<file path="config.mk">
export PLATFORM = sky130hd
export DESIGN_NAME = rlf_engine
export DESIGN_NICKNAME = d
export VERILOG_FILES = /design/src/rtl/rlf_pkg.sv /design/src/rtl/rlf_list_mem.sv /design/src/rtl/rlf_fill_ctx.sv /design/src/rtl/rlf_engine.sv
export SDC_FILE = /design/constraint.sdc
export NUM_CORES = 2
export LEC_CHECK = 0
export BUFFER_PORTS_ARGS = -buffer_cell sky130_fd_sc_hd__buf_2
export CORE_UTILIZATION = 65
export CTS_CLUSTER_DIAMETER = 30
export DETAILED_ROUTE_END_ITERATION = 7
export GPL_TIMING_DRIVEN = 1
export MAX_ROUTING_LAYER = met4
export PLACE_DENSITY = 0.78
export SLEW_MARGIN = 0
export SYNTH_ARGS = -nofsm -noshare
export SYNTH_HDL_FRONTEND = slang
export SYNTH_SLANG_ARGS = --single-unit
</file>
<file path="constraint.sdc">
create_clock -name clk -period 12 [get_ports clk]
set_input_delay 0.6 -clock clk [delete_from_list [all_inputs] [get_ports clk]]
set_output_delay 0.6 -clock clk [all_outputs]
set_load 0.005 [all_outputs]
</file>
<file path="src/rtl/rlf_pkg.sv">
package rlf_pkg;

  typedef enum logic [3:0] {
    OP_READ    = 4'd1,
    OP_WRITE   = 4'd2,
    OP_SETFILL = 4'd3,
    OP_MODE    = 4'd4
  } op_e;

  typedef enum logic [2:0] {
    S_IDLE,
    S_FETCH_REQ,
    S_FETCH_DAT,
    S_DECODE,
    S_ISSUE
  } state_e;

  // spread an element pattern over a 32-bit word
  function automatic logic [31:0] spread(input logic [1:0] sz, input logic [31:0] p);
    case (sz)
      2'd0:    return {4{p[7:0]}};
      2'd1:    return {2{p[15:0]}};
      default: return p;
    endcase
  endfunction

endpackage

</file>
<file path="src/rtl/rlf_list_mem.sv">
module rlf_list_mem #(
  parameter int DEPTH = 64,
  parameter int IDX_W = 6
) (
  input  logic             clk,
  input  logic             we,
  input  logic [IDX_W-1:0] waddr,
  input  logic [31:0]      wdata,
  input  logic [IDX_W-1:0] raddr,
  output logic [31:0]      rdata
);

  logic [31:0] mem [DEPTH];

  // one write port, one registered read port: maps to block RAM
  always_ff @(posedge clk) begin
    if (we) mem[waddr] <= wdata;
    rdata <= mem[raddr];
  end

endmodule

</file>
<file path="src/rtl/rlf_fill_ctx.sv">
module rlf_fill_ctx #(
  parameter int N_CLIENTS = 4,
  parameter int CLI_W     = 2
) (
  input  logic             clk,
  input  logic             rst,
  input  logic             set_en,
  input  logic [CLI_W-1:0] set_client,
  input  logic [1:0]       set_size,
  input  logic [31:0]      set_pat,
  input  logic             mode_en,
  input  logic [CLI_W-1:0] mode_client,
  input  logic             mode_val,
  input  logic [CLI_W-1:0] rd_client,
  output logic             rd_mode,
  output logic [1:0]       rd_size,
  output logic [31:0]      rd_pat
);
  import rlf_pkg::*;

  logic        mode_q [N_CLIENTS];
  logic [1:0]  size_q [N_CLIENTS];
  logic [31:0] pat_q  [N_CLIENTS];

  for (genvar c = 0; c < N_CLIENTS; c++) begin : g_cli
    always_ff @(posedge clk) begin
      if (rst) begin
        mode_q[c] <= 1'b0;
        size_q[c] <= 2'd2;
        pat_q[c]  <= '0;
      end else if (set_en && set_client == CLI_W'(c)) begin
        mode_q[c] <= 1'b1;
        size_q[c] <= set_size;
        pat_q[c]  <= spread(set_size, set_pat);
      end else if (mode_en && mode_client == CLI_W'(c)) begin
        mode_q[c] <= mode_val;
      end
    end

    // a mode-off request for this client leaves fill mode off
    p_mode_off_r6: assert property (@(posedge clk) disable iff (rst)
      (mode_en && !mode_val && !set_en && mode_client == CLI_W'(c)) |=> !mode_q[c]);
  end

  assign rd_mode = mode_q[rd_client];
  assign rd_size = size_q[rd_client];
  assign rd_pat  = pat_q[rd_client];

endmodule

</file>
<file path="src/rtl/rlf_engine.sv">
module rlf_engine #(
  parameter int N_CLIENTS  = 4,
  parameter int LIST_DEPTH = 64,
  parameter int ADDR_W     = 24,
  parameter int LEN_W      = 24,
  parameter int MAX_BURST  = 16,
  localparam int CLI_W     = (N_CLIENTS > 1) ? $clog2(N_CLIENTS) : 1,
  localparam int IDX_W     = $clog2(LIST_DEPTH)
) (
  input  logic              clk,
  input  logic              rst,
  input  logic              start_valid,
  input  logic [CLI_W-1:0]  start_client,
  input  logic [IDX_W-1:0]  start_base,
  input  logic              lw_en,
  input  logic [IDX_W-1:0]  lw_addr,
  input  logic [31:0]       lw_data,
  input  logic              mc_ack,
  output logic              busy,
  output logic              done,
  output logic              mc_valid,
  output logic              mc_write,
  output logic              mc_fill,
  output logic [31:0]       mc_pattern,
  output logic [ADDR_W-1:0] mc_addr,
  output logic [LEN_W-1:0]  mc_len,
  output logic [CLI_W-1:0]  mc_client
);
  import rlf_pkg::*;

  localparam int REM_W = LEN_W + 3;

  state_e            st;
  logic [IDX_W-1:0]  ptr;
  logic [CLI_W-1:0]  cli;
  logic [31:0]       req_q;
  logic [31:0]       rdata;
  logic [IDX_W-1:0]  raddr;
  logic [REM_W-1:0]  rem;
  logic [REM_W-1:0]  rem_after;
  logic [REM_W-1:0]  fill_total;
  op_e               op;
  logic              is_end;
  logic              dec;
  logic              fc_mode;
  logic [1:0]        fc_size;
  logic [31:0]       fc_pat;
  logic [1:0]        set_size;

  function automatic logic [LEN_W-1:0] cap(input logic [REM_W-1:0] x);
    return (x > REM_W'(MAX_BURST)) ? LEN_W'(MAX_BURST) : LEN_W'(x);
  endfunction

  assign op         = op_e'(req_q[31:28]);
  assign is_end     = (req_q == '0);
  assign dec        = (st == S_DECODE);
  assign raddr      = (st == S_FETCH_DAT) ? ptr + IDX_W'(1) : ptr;
  assign set_size   = (req_q[1:0] == 2'd3) ? 2'd2 : req_q[1:0];
  assign fill_total = REM_W'(rdata[LEN_W-1:0]) << fc_size;
  assign rem_after  = rem - REM_W'(mc_len);
  assign mc_client  = cli;

  rlf_list_mem #(.DEPTH(LIST_DEPTH), .IDX_W(IDX_W)) u_mem (
    .clk   (clk),
    .we    (lw_en),
    .waddr (lw_addr),
    .wdata (lw_data),
    .raddr (raddr),
    .rdata (rdata)
  );

  rlf_fill_ctx #(.N_CLIENTS(N_CLIENTS), .CLI_W(CLI_W)) u_fill (
    .clk         (clk),
    .rst         (rst),
    .set_en      (dec && !is_end && op == OP_SETFILL),
    .set_client  (cli),
    .set_size    (set_size),
    .set_pat     (rdata),
    .mode_en     (dec && (is_end || op == OP_MODE)),
    .mode_client (cli),
    .mode_val    (!is_end && req_q[0]),
    .rd_client   (cli),
    .rd_mode     (fc_mode),
    .rd_size     (fc_size),
    .rd_pat      (fc_pat)
  );

  always_ff @(posedge clk) begin
    if (rst) begin
      st         <= S_IDLE;
      ptr        <= '0;
      cli        <= '0;
      req_q      <= '0;
      rem        <= '0;
      busy       <= 1'b0;
      done       <= 1'b0;
      mc_valid   <= 1'b0;
      mc_write   <= 1'b0;
      mc_fill    <= 1'b0;
      mc_pattern <= '0;
      mc_addr    <= '0;
      mc_len     <= '0;
    end else begin
      done <= 1'b0;
      case (st)
        S_IDLE: if (start_valid) begin
          ptr  <= start_base;
          cli  <= start_client;
          busy <= 1'b1;
          st   <= S_FETCH_REQ;
        end
        S_FETCH_REQ: st <= S_FETCH_DAT;
        S_FETCH_DAT: begin
          req_q <= rdata;
          st    <= S_DECODE;
        end
        S_DECODE: begin
          // default: step to the next entry
          ptr <= ptr + IDX_W'(2);
          st  <= S_FETCH_REQ;
          mc_addr <= req_q[ADDR_W-1:0];
          if (is_end) begin
            st   <= S_IDLE;
            busy <= 1'b0;
            done <= 1'b1;
          end else if (op == OP_READ || (op == OP_WRITE && !fc_mode)) begin
            mc_valid <= 1'b1;
            mc_write <= (op == OP_WRITE);
            mc_fill  <= 1'b0;
            mc_len   <= rdata[LEN_W-1:0];
            ptr      <= ptr;
            st       <= S_ISSUE;
          end else if (op == OP_WRITE && fill_total != '0) begin
            mc_valid   <= 1'b1;
            mc_write   <= 1'b1;
            mc_fill    <= 1'b1;
            mc_pattern <= fc_pat;
            mc_len     <= cap(fill_total);
            rem        <= fill_total;
            ptr        <= ptr;
            st         <= S_ISSUE;
          end
        end
        S_ISSUE: if (mc_ack) begin
          if (mc_fill && rem_after != '0) begin
            rem     <= rem_after;
            mc_addr <= mc_addr + ADDR_W'(mc_len);
            mc_len  <= cap(rem_after);
          end else begin
            mc_valid <= 1'b0;
            ptr      <= ptr + IDX_W'(2);
            st       <= S_FETCH_REQ;
          end
        end
        default: st <= S_IDLE;
      endcase
    end
  end

  // a pending command is held until accepted
  p_hold_r8: assert property (@(posedge clk) disable iff (rst)
    (mc_valid && !mc_ack) |=> (mc_valid && $stable(mc_addr) && $stable(mc_len)
                               && $stable(mc_write) && $stable(mc_fill) && $stable(mc_pattern)));

  // fill bursts are never empty and never exceed the cap
  p_burst_cap_r5: assert property (@(posedge clk) disable iff (rst)
    (mc_valid && mc_fill) |-> (mc_len != '0 && mc_len <= LEN_W'(MAX_BURST)));

  // the end pulse comes with the engine idle and no command open
  p_done_quiet_r3: assert property (@(posedge clk) disable iff (rst)
    done |-> (!busy && !mc_valid));

  // commands only while a list is being walked
  p_valid_busy_r1: assert property (@(posedge clk) disable iff (rst)
    mc_valid |-> busy);

  // an idle start raises busy on the next cycle
  p_start_r1: assert property (@(posedge clk) disable iff (rst)
    (!busy && start_valid) |=> busy);

endmodule

</file>
==> impl_metrics.tcl <==
set metrics [dict create \
    clock-sinks 2377 \
    layout_commonest_cell "edfxtp_1" \
    fill_cells 6577 \
    p_sw_share_pct 26.6 \
    ctsHtreeMaxLevel 5 \
    register_area_um2 69500 \
    outcome "complete, no violations" \
    muxShareOfSynthArea_pct 17.6 \
    start_util_pct 65.7 \
    clkLatencyLatePin_ns 0.98 \
    layout_common_cells "edfxtp_1, mux4_2, clkbuf_16, nor2_1, nand2_1" \
    synth-main-ff-cell "edfxtp_1" \
    grt_setup_unrepaired "false" \
    grt_pass1_vias 55100 \
    hold_path.class "primary input to flip-flop" \
    num_vias 54700 \
    route.antenna.remaining_nets 0 \
    avgRoutedWirePerCell_um 38.9 \
    syn_area_per_cell_um2 19.9 \
    grt_antenna_before_repair 20 \
    p_sw_mw 6.78 \
    setup-tns-final_ns 0 \
    seq_area_frac_synth_pct 73.3 \
    whs_ns 0.155 \
    cp_slowest_cell "buf_4" \
    clk_path_buf_depth 4 \
    drive_gt1_share_pct 32.7 \
    fp.dieH_um 384 \
    synth_fa_ha_area_share_pct 0.689 \
    synth_area_leaders "edfxtp_1, mux4_2, dfxtp_1" \
    power_density_nw_per_um2 226 \
    intPower_mw 18.7 \
    maxCapViolCount 0 \
    grt_pass1_wl_um 410000 \
    cp_num_buf_inv 4 \
    stdcell_area_um2 113000 \
    synth-seq-cells 2377 \
    finClkSkew_ns 0.104 \
    nets 5269 \
    netlist.area_leader.share_pct 69.3 \
    worstMarginPinSlew_ns 1.33 \
    synth.largest_area_cell "edfxtp_1" \
    seq_power_share_pct 37.5 \
    hold_viol_final 0 \
    synth.distinct_cells 90 \
    drtIter0Drc 8363 \
    critPathMaxFanout 135 \
    worst-setup-path-type "flip-flop to flip-flop" \
    viasPerCell 7.35 \
    dpl-instance-area_um2 98300 \
    multiInputGateArea_um2 24600 \
    synth_top_family_by_area "multiplexers" \
    syn_to_final_growth_pct 19.2 \
    synthSimpleGateAreaFrac_pct 3.69 \
    root_buffer "clkbuf_16" \
    cpLargestDelayFamily "buffers and inverters" \
    setup_viol 0 \
    overflow 0 \
    die_w_um 384 \
    ir_drop_uv 176 \
    fmaxAchievable_ghz 0.162 \
    firstDrtPassIters 6 \
    startpoint_type "flip-flop" \
    die_area_um2 147000 \
    required_ns 12.77 \
    grt_start_max_net_pins 142 \
    rows 139 \
    cpPeakStageDelay_ns 0.87 \
    port_buffers 137 \
    synthXorXnorAreaFrac_pct 0.361 \
    final_util_pct 78.4 \
    core_um2 144000 \
    cts_buffers 425 \
    io-pin-count 138 \
    p_clk_share_pct 48.7 \
    routed_wl_um 289000 \
    cp.arrival_ns 6.92 \
    synth_edf_count 2188 \
    maxSlewViolCount 0 \
    synth_warnings 0 \
    period_minus_slack_ns 6.16 \
    cts_tree "yes" \
    post-dp-hpwl_um 132000 \
    worstPathCellList "nor2_1 -> and2_1 -> buf_4 -> mux2i_4 -> buf_4 -> buf_12 -> buf_4 -> mux4_2 -> mux4_2 -> mux4_2" \
    route.detailed.drc 0 \
    slew_headroom_pct 11.2 \
    syn_inst 4758 \
    synth_nets 4860 \
    power.total_mw 25.5 \
    end_kind "flip-flop" \
    grt_use_total_pct 41.3 \
    synth-compound-area-share_pct 2.96 \
    clkSlewWorstSetupHoldPaths_ns 0.05 \
    postCtsSetupRepairBufs 0 \
    post-route-period-util_pct 51.3 \
    routabilityCongestion 0.885 \
    syn_area_um2 94700 \
    p_leak_nw 37.9 \
    ys_async_sr_fraction_pct 0 \
    power.share.combinational_pct 13.8 \
]
stage by stage:
| stage | instances | setup slack [ns] |
|---|---|---|
| finish | 7434 | 5.84 |
| global placement | 6640 | 6.03 |
| floorplan | 4758 | 7.50 |
| CTS | 7419 | 5.89 |
| detailed placement | 6640 | 6.00 |
| global route | 7433 | 5.60 |
area by class of cell:
| cell class | instances | share of cell area [%] |
|---|---|---|
| clock inverters | 309 | 3.25 |
| flip-flops and latches | 2377 | 61.5 |
| well taps | 1903 | 2.11 |
| repair buffers | 257 | 1.47 |
| diodes | 15 | 0.0332 |
| multi-input cells | 2069 | 21.8 |
| inverters | 37 | 0.123 |
| clock buffers | 467 | 9.72 |
power by group through the flow:
| stage | logic, mW | registers, mW | clock network [mW] |
|---|---|---|---|
| after detailed placement | 3.31 | 9.67 | 0 |
| final | 3.52 | 9.55 | 12.4 |
| after CTS | 3.48 | 9.52 | 12.5 |
| after global routing | 3.66 | 9.54 | 12.8 |
| after floorplan | 2.33 | 9.45 | 0 |
| after global placement | 3.24 | 9.66 | 0 |
per-layer routing:
layer / vias up / wire length, um / part of all wire, % / global-route usage, %
met5: - / 0 / 0 / -
met4: 0 / 15400 / 5.3 / 20.4
met3: 969 / 38800 / 13 / 12.2
met2: 5196 / 139000 / 48 / 61.8
met1: 27900 / 96000 / 33 / 52.2
li1: 20600 / - / - / -
logic make-up (layout without fill, tap and decap cells):
family	after synthesis	after routing
buffers and inverters	312	1070
adders and majority gates	51	51
muxes	784	784
other	0	15
xor gates and xnor gates	39	39
DFF	2377	2377
AOI/OAI and AO/OA	415	415
and+or+nand+nor	780	780
cell usage after synthesis (20+ instances only):
| library cell | number |
|---|---|
| nand2b_1 | 21 |
| edfxtp_1 | 2188 |
| mux2i_1 | 72 |
| xnor2_1 | 25 |
| buf_1 | 63 |
| o21ai_0 | 55 |
| and2_1 | 34 |
| nor2_1 | 309 |
| inv_1 | 37 |
| nand2_1 | 233 |
| clkbuf_1 | 181 |
| nand3_1 | 49 |
| nor3_1 | 33 |
| mux4_2 | 707 |
| ha_1 | 49 |
| a211oi_2 | 20 |
| dfxtp_1 | 189 |
| a211oi_1 | 28 |
| a21oi_1 | 163 |
state kept, by name, summed over array words and instances, names as in the netlist, 2 cells and up, named ones only:
register	cells
u_mem.mem	2048
u_fill.pat_q	128
mc_pattern	32
req_q	32
u_mem.rdata	32
rem	27
mc_addr	24
mc_len	24
u_fill.size_q	8
ptr	6
u_fill.mode_q	4
st	3
mc_client	2
final timing paths:
path	start	to	slack, ns	cells after the start
setup / recovery	st[2]	u_mem.rdata[0]	5.84	10
hold / removal	start_base[5]	ptr[5]	0.16	3
setup reg to reg	st[2]	u_mem.rdata[0]	5.84	10
hold reg to reg	mc_pattern[22]	mc_pattern[22]	0.44	2
worst register-to-register path: cells and delay by family (launching register included):
kind	cells	cell delay (ns)
buffers and inverters	4	2.89
DFF	1	0.43
muxes	4	1.84
and+or+nand+nor	2	0.89
repair_timing:
| item | CTS | global route |
|---|---|---|
| hold buffers | 3 | 0 |
| endpoints found under the hold margin | 5 | 0 |
| gates resized for setup | 0 | 0 |
| setup endpoints to repair | 0 | 0 |
No activity file was read; power rests on OpenSTA's default activity.
